`src/rtl/cwc_pkg.sv`:
```
package cwc_pkg;

    // Word indices of the register map; the writable ones come first.
    typedef enum logic [2:0] {
        REG_MODE   = 3'd0,
        REG_FLUSH  = 3'd1,
        REG_BYPASS = 3'd2,
        REG_RESULT = 3'd3,
        REG_STATUS = 3'd4
    } reg_idx_e;

    localparam int unsigned NUM_REGS = 5;
    localparam int unsigned NUM_RW   = 3;

endpackage

```
`src/rtl/cwc_decode.sv`:
```
module cwc_decode
    import cwc_pkg::*;
#(
    parameter int unsigned ADDR_W = 8,
    parameter int unsigned DATA_W = 32
) (
    input  logic [ADDR_W-1:0]   addr_i,
    output logic                hit_o,
    output logic [NUM_REGS-1:0] sel_o
);

    localparam int unsigned BYTE_OFFS = $clog2(DATA_W / 8);

    logic [ADDR_W-1:0] word;

    assign word  = addr_i >> BYTE_OFFS;
    assign hit_o = (word < ADDR_W'(NUM_REGS));

    // One select line per register.
    for (genvar g = 0; g < NUM_REGS; g++) begin : g_sel
        assign sel_o[g] = (word == ADDR_W'(g));
    end

endmodule

```
`src/rtl/cwc_state.sv`:
```
module cwc_state
    import cwc_pkg::*;
#(
    parameter int unsigned NUM_WAYS = 8
) (
    input  logic                clk_i,
    input  logic                rst_ni,
    input  logic                wr_en_i,
    input  logic [NUM_REGS-1:0] sel_i,
    input  logic [NUM_WAYS-1:0] wdata_i,
    input  logic                bist_done_i,
    input  logic [NUM_WAYS-1:0] bist_err_i,
    input  logic [NUM_WAYS-1:0] flush_ack_i,
    output logic [NUM_WAYS-1:0] spm_o,
    output logic [NUM_WAYS-1:0] flush_o,
    output logic                bypass_o,
    output logic [NUM_WAYS-1:0] result_o,
    output logic                done_o
);

    typedef struct packed {
        logic [NUM_WAYS-1:0] spm;
        logic [NUM_WAYS-1:0] flush;
        logic                bypass;
        logic [NUM_WAYS-1:0] result;
        logic                done;
    } state_t;

    state_t st_d, st_q;
    logic   bist_rise;
    logic   wr_mode, wr_flush, wr_bypass;

    assign bist_rise = bist_done_i && !st_q.done;
    assign wr_mode   = wr_en_i && sel_i[REG_MODE];
    assign wr_flush  = wr_en_i && sel_i[REG_FLUSH];
    assign wr_bypass = wr_en_i && sel_i[REG_BYPASS];

    always_comb begin
        st_d = st_q;
        if (wr_mode) begin
            st_d.spm = wdata_i;
        end
        if (wr_bypass) begin
            st_d.bypass = wdata_i[0];
        end
        st_d.flush = (st_q.flush | (wr_flush ? wdata_i : '0)) & ~flush_ack_i;
        // Completion of the self-test takes priority over software.
        if (bist_rise) begin
            st_d.spm    = bist_err_i;
            st_d.result = bist_err_i;
            st_d.done   = 1'b1;
        end
    end

    always_ff @(posedge clk_i or negedge rst_ni) begin
        if (!rst_ni) begin
            st_q.spm    <= '1;
            st_q.flush  <= '0;
            st_q.bypass <= 1'b0;
            st_q.result <= '0;
            st_q.done   <= 1'b0;
        end else begin
            st_q <= st_d;
        end
    end

    assign spm_o    = st_q.spm;
    assign flush_o  = st_q.flush;
    assign bypass_o = st_q.bypass;
    assign result_o = st_q.result;
    assign done_o   = st_q.done;

    AST_FLUSH_HOLD: assert property (@(posedge clk_i) disable iff (!rst_ni)
        1'b1 |=> ((($past(st_q.flush) & ~$past(flush_ack_i)) & ~st_q.flush) == '0));
    AST_FLUSH_ACK_CLEARS: assert property (@(posedge clk_i) disable iff (!rst_ni)
        1'b1 |=> ((st_q.flush & $past(flush_ack_i)) == '0));
    AST_BIST_OVERRIDE: assert property (@(posedge clk_i) disable iff (!rst_ni)
        (bist_done_i && !st_q.done) |=> (st_q.spm == $past(bist_err_i)));
    AST_DONE_STICKY: assert property (@(posedge clk_i) disable iff (!rst_ni)
        st_q.done |=> st_q.done);
    AST_DONE_NEEDS_INPUT: assert property (@(posedge clk_i) disable iff (!rst_ni)
        (!st_q.done && !bist_done_i) |=> !st_q.done);
    AST_RESULT_FROZEN: assert property (@(posedge clk_i) disable iff (!rst_ni)
        st_q.done |=> $stable(st_q.result));
    AST_MODE_ONLY_BY_WRITE: assert property (@(posedge clk_i) disable iff (!rst_ni)
        (st_q.done && !(wr_en_i && sel_i[REG_MODE])) |=> $stable(st_q.spm));

endmodule

```
`src/rtl/cwc_resp.sv`:
```
module cwc_resp
    import cwc_pkg::*;
#(
    parameter int unsigned DATA_W   = 32,
    parameter int unsigned NUM_WAYS = 8
) (
    input  logic                clk_i,
    input  logic                rst_ni,
    input  logic                req_valid_i,
    input  logic                req_write_i,
    input  logic                hit_i,
    input  logic [NUM_REGS-1:0] sel_i,
    input  logic [NUM_WAYS-1:0] spm_i,
    input  logic [NUM_WAYS-1:0] flush_i,
    input  logic                bypass_i,
    input  logic [NUM_WAYS-1:0] result_i,
    input  logic                done_i,
    output logic                rsp_valid_o,
    output logic                rsp_err_o,
    output logic [DATA_W-1:0]   rsp_rdata_o
);

    typedef struct packed {
        logic              valid;
        logic              err;
        logic [DATA_W-1:0] rdata;
    } rsp_t;

    rsp_t        rsp_d, rsp_q;
    logic [DATA_W-1:0] mux;

    always_comb begin
        mux = '0;
        if (sel_i[REG_MODE])   mux = DATA_W'(spm_i);
        if (sel_i[REG_FLUSH])  mux = DATA_W'(flush_i);
        if (sel_i[REG_BYPASS]) mux = DATA_W'(bypass_i);
        if (sel_i[REG_RESULT]) mux = DATA_W'(result_i);
        if (sel_i[REG_STATUS]) mux = DATA_W'(done_i);
    end

    always_comb begin
        rsp_d       = '0;
        rsp_d.valid = req_valid_i;
        rsp_d.err   = req_valid_i && !hit_i;
        if (req_valid_i && hit_i && !req_write_i) begin
            rsp_d.rdata = mux;
        end
    end

    always_ff @(posedge clk_i or negedge rst_ni) begin
        if (!rst_ni) begin
            rsp_q <= '0;
        end else begin
            rsp_q <= rsp_d;
        end
    end

    assign rsp_valid_o = rsp_q.valid;
    assign rsp_err_o   = rsp_q.err;
    assign rsp_rdata_o = rsp_q.rdata;

    AST_RSP_NEXT: assert property (@(posedge clk_i) disable iff (!rst_ni)
        req_valid_i |=> rsp_valid_o);
    AST_RSP_IDLE: assert property (@(posedge clk_i) disable iff (!rst_ni)
        !req_valid_i |=> !rsp_valid_o);
    AST_ERR_ZERO_DATA: assert property (@(posedge clk_i) disable iff (!rst_ni)
        (rsp_valid_o && rsp_err_o) |-> (rsp_rdata_o == '0));
    AST_MAPPED_OKAY: assert property (@(posedge clk_i) disable iff (!rst_ni)
        (req_valid_i && hit_i) |=> !rsp_err_o);

endmodule

```
`src/rtl/cache_way_cfg.sv`:
```
module cache_way_cfg
    import cwc_pkg::*;
#(
    parameter int unsigned ADDR_W   = 8,
    parameter int unsigned DATA_W   = 32,
    parameter int unsigned NUM_WAYS = 8
) (
    input  logic                clk_i,
    input  logic                rst_ni,
    input  logic                req_valid_i,
    input  logic                req_write_i,
    input  logic [ADDR_W-1:0]   req_addr_i,
    input  logic [DATA_W-1:0]   req_wdata_i,
    output logic                rsp_valid_o,
    output logic                rsp_err_o,
    output logic [DATA_W-1:0]   rsp_rdata_o,
    input  logic                bist_done_i,
    input  logic [NUM_WAYS-1:0] bist_err_i,
    output logic [NUM_WAYS-1:0] spm_mode_o,
    output logic                bypass_o,
    output logic [NUM_WAYS-1:0] flush_req_o,
    input  logic [NUM_WAYS-1:0] flush_ack_i
);

    logic                hit;
    logic [NUM_REGS-1:0] sel;
    logic                wr_en;
    logic [NUM_WAYS-1:0] result;
    logic                done;
    logic                unused_wdata;

    assign wr_en        = req_valid_i && req_write_i && hit;
    assign unused_wdata = ^req_wdata_i;

    cwc_decode #(
        .ADDR_W (ADDR_W),
        .DATA_W (DATA_W)
    ) u_decode (
        .addr_i (req_addr_i),
        .hit_o  (hit),
        .sel_o  (sel)
    );

    cwc_state #(
        .NUM_WAYS (NUM_WAYS)
    ) u_state (
        .clk_i       (clk_i),
        .rst_ni      (rst_ni),
        .wr_en_i     (wr_en),
        .sel_i       (sel),
        .wdata_i     (req_wdata_i[NUM_WAYS-1:0]),
        .bist_done_i (bist_done_i),
        .bist_err_i  (bist_err_i),
        .flush_ack_i (flush_ack_i),
        .spm_o       (spm_mode_o),
        .flush_o     (flush_req_o),
        .bypass_o    (bypass_o),
        .result_o    (result),
        .done_o      (done)
    );

    cwc_resp #(
        .DATA_W   (DATA_W),
        .NUM_WAYS (NUM_WAYS)
    ) u_resp (
        .clk_i       (clk_i),
        .rst_ni      (rst_ni),
        .req_valid_i (req_valid_i),
        .req_write_i (req_write_i),
        .hit_i       (hit),
        .sel_i       (sel),
        .spm_i       (spm_mode_o),
        .flush_i     (flush_req_o),
        .bypass_i    (bypass_o),
        .result_i    (result),
        .done_i      (done),
        .rsp_valid_o (rsp_valid_o),
        .rsp_err_o   (rsp_err_o),
        .rsp_rdata_o (rsp_rdata_o)
    );

endmodule

```
`config.mk`:
```
export PLATFORM = sky130hd
export DESIGN_NAME = cache_way_cfg
export DESIGN_NICKNAME = d
export VERILOG_FILES = /design/src/rtl/cwc_pkg.sv /design/src/rtl/cwc_decode.sv /design/src/rtl/cwc_state.sv /design/src/rtl/cwc_resp.sv /design/src/rtl/cache_way_cfg.sv
export SDC_FILE = /design/constraint.sdc
export NUM_CORES = 1
export LEC_CHECK = 0
export ABC_AREA = 1
export BUFFER_PORTS_ARGS = -buffer_cell sky130_fd_sc_hd__buf_2
export CAP_MARGIN = 0
export CELL_PAD_IN_SITES_DETAIL_PLACEMENT = 1
export CELL_PAD_IN_SITES_GLOBAL_PLACEMENT = 1
export CORE_MARGIN = 10
export CORE_UTILIZATION = 32
export CTS_CLUSTER_SIZE = 12
export DETAILED_ROUTE_END_ITERATION = 7
export PLACE_DENSITY = 0.86
export SKIP_CTS_REPAIR_TIMING = 1
export SLEW_MARGIN = 10
export SYNTH_ARGS = -nofsm -noshare
export SYNTH_HDL_FRONTEND = slang
export SYNTH_HIERARCHICAL = 1
export SYNTH_SLANG_ARGS = --single-unit
```
`constraint.sdc`:
```
create_clock -name clk_i -period 1.7 [get_ports clk_i]
set_input_delay 0.17 -clock clk_i [delete_from_list [all_inputs] [get_ports clk_i]]
set_output_delay 0.17 -clock clk_i [all_outputs]
set_load 0.02 [all_outputs]
```
## Word-level counts from Yosys, hierarchy flattened

Cells that the tools add are included.

| cells by class | value |
|---|---|
| order comparisons | 1 |
| eq/ne operators | 4 |
| muxes and demuxes | 9 |
| bitwise operators | 3 |
| reductions and logical operators | 14 |

Operators by type and width:

| operator | count |
|---|---|
| 2-to-1 mux 32 bit | 5 |
| 2-to-1 mux 8 bit | 4 |
| == test 6 x 2 -> 1 bit (second input constant) | 2 |
| logical AND 1 bit | 9 |
| AND 8 bit | 1 |
| zero test 8 bit | 1 |
| inverter 8 bit | 1 |
| bitwise OR 8 bit | 1 |
| == test 6 x 1 -> 1 bit (second input constant) | 1 |
| == test 6 x 3 -> 1 bit (second input constant) | 1 |
| less-than comparator 6 x 3 -> 1 bit (second input constant) | 1 |
| zero test 1 bit | 3 |
| nonzero test 2 bit | 1 |

| word-level totals | value |
|---|---|
| flip-flop bits (word level) | 60 |
| bits of input ports | 61 |
| output and inout port bits | 51 |
| word-level logic and storage cells | 39 |

## Longest topological paths before layout

| depth | value |
|---|---|
| depth in word-level cells | 7 |
| gate-level depth with buffers | 11 |
| depth with buffers taken out | 10 |

## Hierarchy

The synthesis kept the hierarchy.

By module, submodules not included:

| module | instances | cells an instance | area each (um2) | seq. area each (um2) |
|---|---|---|---|---|
| cwc_state | 1 | 128 | 1106.1 | 660.6 |
| cwc_resp | 1 | 103 | 750.7 | 250.2 |
| cwc_decode | 1 | 26 | 100.1 | 0.0 |
| cache_way_cfg | 1 | 3 | 13.8 | 0.0 |

## Least setup slack after synthesis

No wires, ideal clock.

| timing path | value |
|---|---|
| path type | input port to flip-flop |
| start | in req_addr_i[3] |
| end | reg u_state.st_q (netlist bit u_state/spm_o[0]) |
| setup time | 0.076 ns |
| data arrival time | 1.085 ns |
| data required time | 1.624 ns |
| path slack | 0.540 ns |
| cell stages on the path | 10 |
| path buffers | 0 |
| path through | nor2_1 nor2_1 nor2_1 inv_1 nor2_2 nand2_1 nand2_4 inv_2 nand2_1 nand2_1 |

| between the ends | value |
|---|---|
| word-level cells in the longest chain between the ends | 4 |
| elaborated cells between the ends (all ways) | 5 |
| those cells by class | order compare (1); reduce/logical (4) |

RTL lines:

| what | RTL line | RTL |
|---|---|---|
| start: declaration | cache_way_cfg.sv:12 | `input logic [ADDR_W-1:0] req_addr_i,` |
| less-than comparator 6 x 3 -> 1 bit | cwc_decode.sv:17 | `assign hit_o = (word < ADDR_W'(NUM_REGS));` |
| via hit | cache_way_cfg.sv:25 | `logic hit;` |
| logical AND 1 bit | cache_way_cfg.sv:32 | `assign wr_en = req_valid_i && req_write_i && hit;` |
| via wr_en | cache_way_cfg.sv:27 | `logic wr_en;` |
| logical AND 1 bit | cwc_state.sv:34 | `assign wr_mode = wr_en_i && sel_i[REG_MODE];` |
| nonzero test 2 bit (no source line) | - |  |
| end signal: assignment | cwc_state.sv:63 | `st_q <= st_d;` |
| end: declaration | cwc_state.sv:29 | `state_t st_d, st_q;` |

The timed path passes the listed nets, and every way through them passes these cells.
A chain may end at the register's enable or synchronous reset.

## Final worst setup path

Ends and elaborated chain as after synthesis.

==> impl_metrics.toml <==
[sta]
fmax_mhz = 736
finalSetupViolCount = 0
fin_crit_sh_pct = 79.9
fin_setup_tns_ns = 0
rsz0062_at_grt = "no"
finClkSkew_ns = 0.00359
setup_slack_ns = 0.341
finalCriticalPeriod_ns = 1.36
holdWs_ns = 0.0169
final_hold_viol_count = 0
slew_violations = 0

[critical_path]
reg2reg_depth = 6
r2r_start = "u_state/done_o"
cp.arrival_ns = 1.58
crit_slowest_cell = "nor2_1"
worstPathRequired_ns = 1.92
worst_setup_path_start_kind = "input port"
critPathMaxStageDelay_ns = 0.22
reg2reg_slack_ns = 0.54
path_cells = "buf_2 > nor2_1 > nor2_1 > nor2_1 > inv_1 > nor2_2 > nand2_1 > nand2_4 > inv_2 > nand2_1 > nand2_1"
cp-end-kind = "flop"
critical-path-top-delay-family = "simple AND/OR/NAND/NOR gates"
r2r-end = "u_state/spm_o[0]"
crit_buf_inv = 3
worstSetupPathType = "in2reg"
cp_max_fo = 9

[synth]
synth_edf_count = 0
netlist_area_sq_um = 1970
synth_ff_type = "dfrtp_1"
ys_top_cells_by_count = "nand2_1 (121), dfrtp_1 (28), buf_4 (24)"
yosysWarnings = 6
synth_most_common_cell = "nand2_1"
synth_seq_cells = 36
netlist.top_cell.by_area = "dfrtp_1"
synth.distinct_cells = 17
synth_top_area_share_pct = 35.6
ys_async_sr_fraction_pct = 100
syn_inst = 260
yosysSeqAreaShare_pct = 46.2
yosys-top-cells-area = "dfrtp_1 (36%), nand2_1 (23%), dfstp_2 (11%)"
syn_avg_cell_area_sq_um = 7.58

[layout]
n_antenna_cell = 0
fillers = 799
nNetsFinal = 388
multi_input_area_sq_um = 821
syn_to_final_growth_pct = 21.0
fin_util_pct = 40.0
drive_above_1_share_pct = 26.8
seq_area_sq_um = 911

[min_path]
worstHoldStart = "flush_ack_i[2]"
hold_depth = 2
min_path_type = "in2reg"
hold_end = "u_state/flush_o[2]"

[grt]
grt_use_total_pct = 12.0
grt_remaining_overflow = 0
grt_pass1_vias = 2003
grt_pass1_wl_mm = 9.65
grt_max_degree = 37
antenna_found_initial = 0

[cts]
cts_root_buf = "clkbuf_8"
clkSlewWorstSetupHoldPaths_ns = 0.08
cts_num_sinks = 36
clock_latency_ns = 0.29
cts_max_level = 2
cts_tree = "done"
numCtsBuffers = 5
cts.path.max_buffers = 2

[die]
ios = 112
die_w_microns = 98.5
die_area_sq_um = 9700
row_count = 28
core_area_sq_um = 5960
die_y_microns = 98.5
start_util_pct = 33.1

[run]
cap_violations = 0

[power_and_ir_drop]
finalPower_mw = 1.79
p_leak_nw = 1.33
power_density_nw_per_um2 = 751
peakVddDrop_uv = 390

[placed_design]
place_ws_ns = 0.0953
io_buffers = 61
gp_congestion = 0.800
dp_hpwl_mm = 4.72

[status]
status = "finished, final reports clean"

[route]
dr.first_iter.drc_count = 65
vias_per_cell = 4.29
drt-wirelength-per-cell_microns = 14.9
routed_wl_mm = 6.00
firstDrtPassIters = 4
route.detailed.drc = 0
route.vias.total = 1730
ant_nets = 0
worst reg2reg max path, stage by stage, from the launching register on:
cell and delay [ns]:
dfrtp_1 0.41, inv_4 0.15, nand2_8 0.14, nand2_4 0.15, inv_2 0.10, nand2_1 0.09, nand2_1 0.06
cell type report:
cell class / count / share of cell area [%]
Tap cell: 75 / 3.94
Clock inverter: 2 / 1.47
Timing Repair Buffer: 65 / 14.7
Sequential cell: 36 / 38.2
Clock buffer: 6 / 3.04
Multi-Input combinational cell: 193 / 34.4
Inverter: 26 / 4.20
per-stage QoR:
step                      instance area, sq um  instances
final                                     2380        403
after global routing                      2380        403
after CTS                                 2370        402
after detailed placement                  2270        394
after global placement                    2270        394
after floorplan                           2060        283
cell families (layout without fill, tap and decap cells):
kind of cell	Yosys count	in the layout	share of synthesized area, %
AND/OR/NAND/NOR	152	152	32.8
AO/OA/AOI/OAI	17	17	4.32
buffers and inverters	54	99	16.5
other	1	24	0.190
flip-flops	36	36	46.2
metal layers:
| layer | wire length [microns] | GRT usage, % |
|---|---|---|
| met4 | 64 | 3.97 |
| met3 | 380 | 3.84 |
| met2 | 3210 | 22.4 |
| met1 | 2340 | 12.4 |
| met5 | 0 | 0 |
cell usage in the layout (no fill, tap or decap), types with 2 or more instances in the layout:
cell	count
conb_1	24
inv_2	2
a21oi_1	16
nor2_8	2
dfrtp_1	28
nor2_2	2
inv_1	23
nor2_1	14
dfstp_2	8
buf_2	61
buf_4	2
nand2_1	121
nand3_1	11
clkbuf_8	5
state kept, by name, indices dropped and copies added (netlist names):
signal              flops
u_state/bypass_o        1
u_resp/rsp_rdata_o      8
u_state/spm_o           8
u_state/flush_o         8
u_resp/rsp_valid_o      1
u_state/done_o          1
u_resp/rsp_err_o        1
u_state/result_o        8
where the power goes:
group	internal [mW]	switching [mW]
clock network	0.435	0.318
registers	0.863	0.00219
logic	0.0479	0.124
total	1.35	0.445
worst max-delay path by stage:
stage	to	cells past startpoint	slack, ns	start
2_1_floorplan	u_state/spm_o[0]	10	0.54	req_addr_i[3]
3_3_place_gp	u_state/spm_o[6]	11	0.18	req_addr_i[3]
6_report	u_state/spm_o[0]	11	0.34	req_addr_i[3]
5_1_grt	u_state/spm_o[5]	11	0.18	req_addr_i[3]
3_5_place_dp	u_state/spm_o[1]	11	0.1	req_addr_i[3]
4_1_cts	u_state/spm_o[0]	11	0.37	req_addr_i[3]
Power figures use the tool's default switching activity.
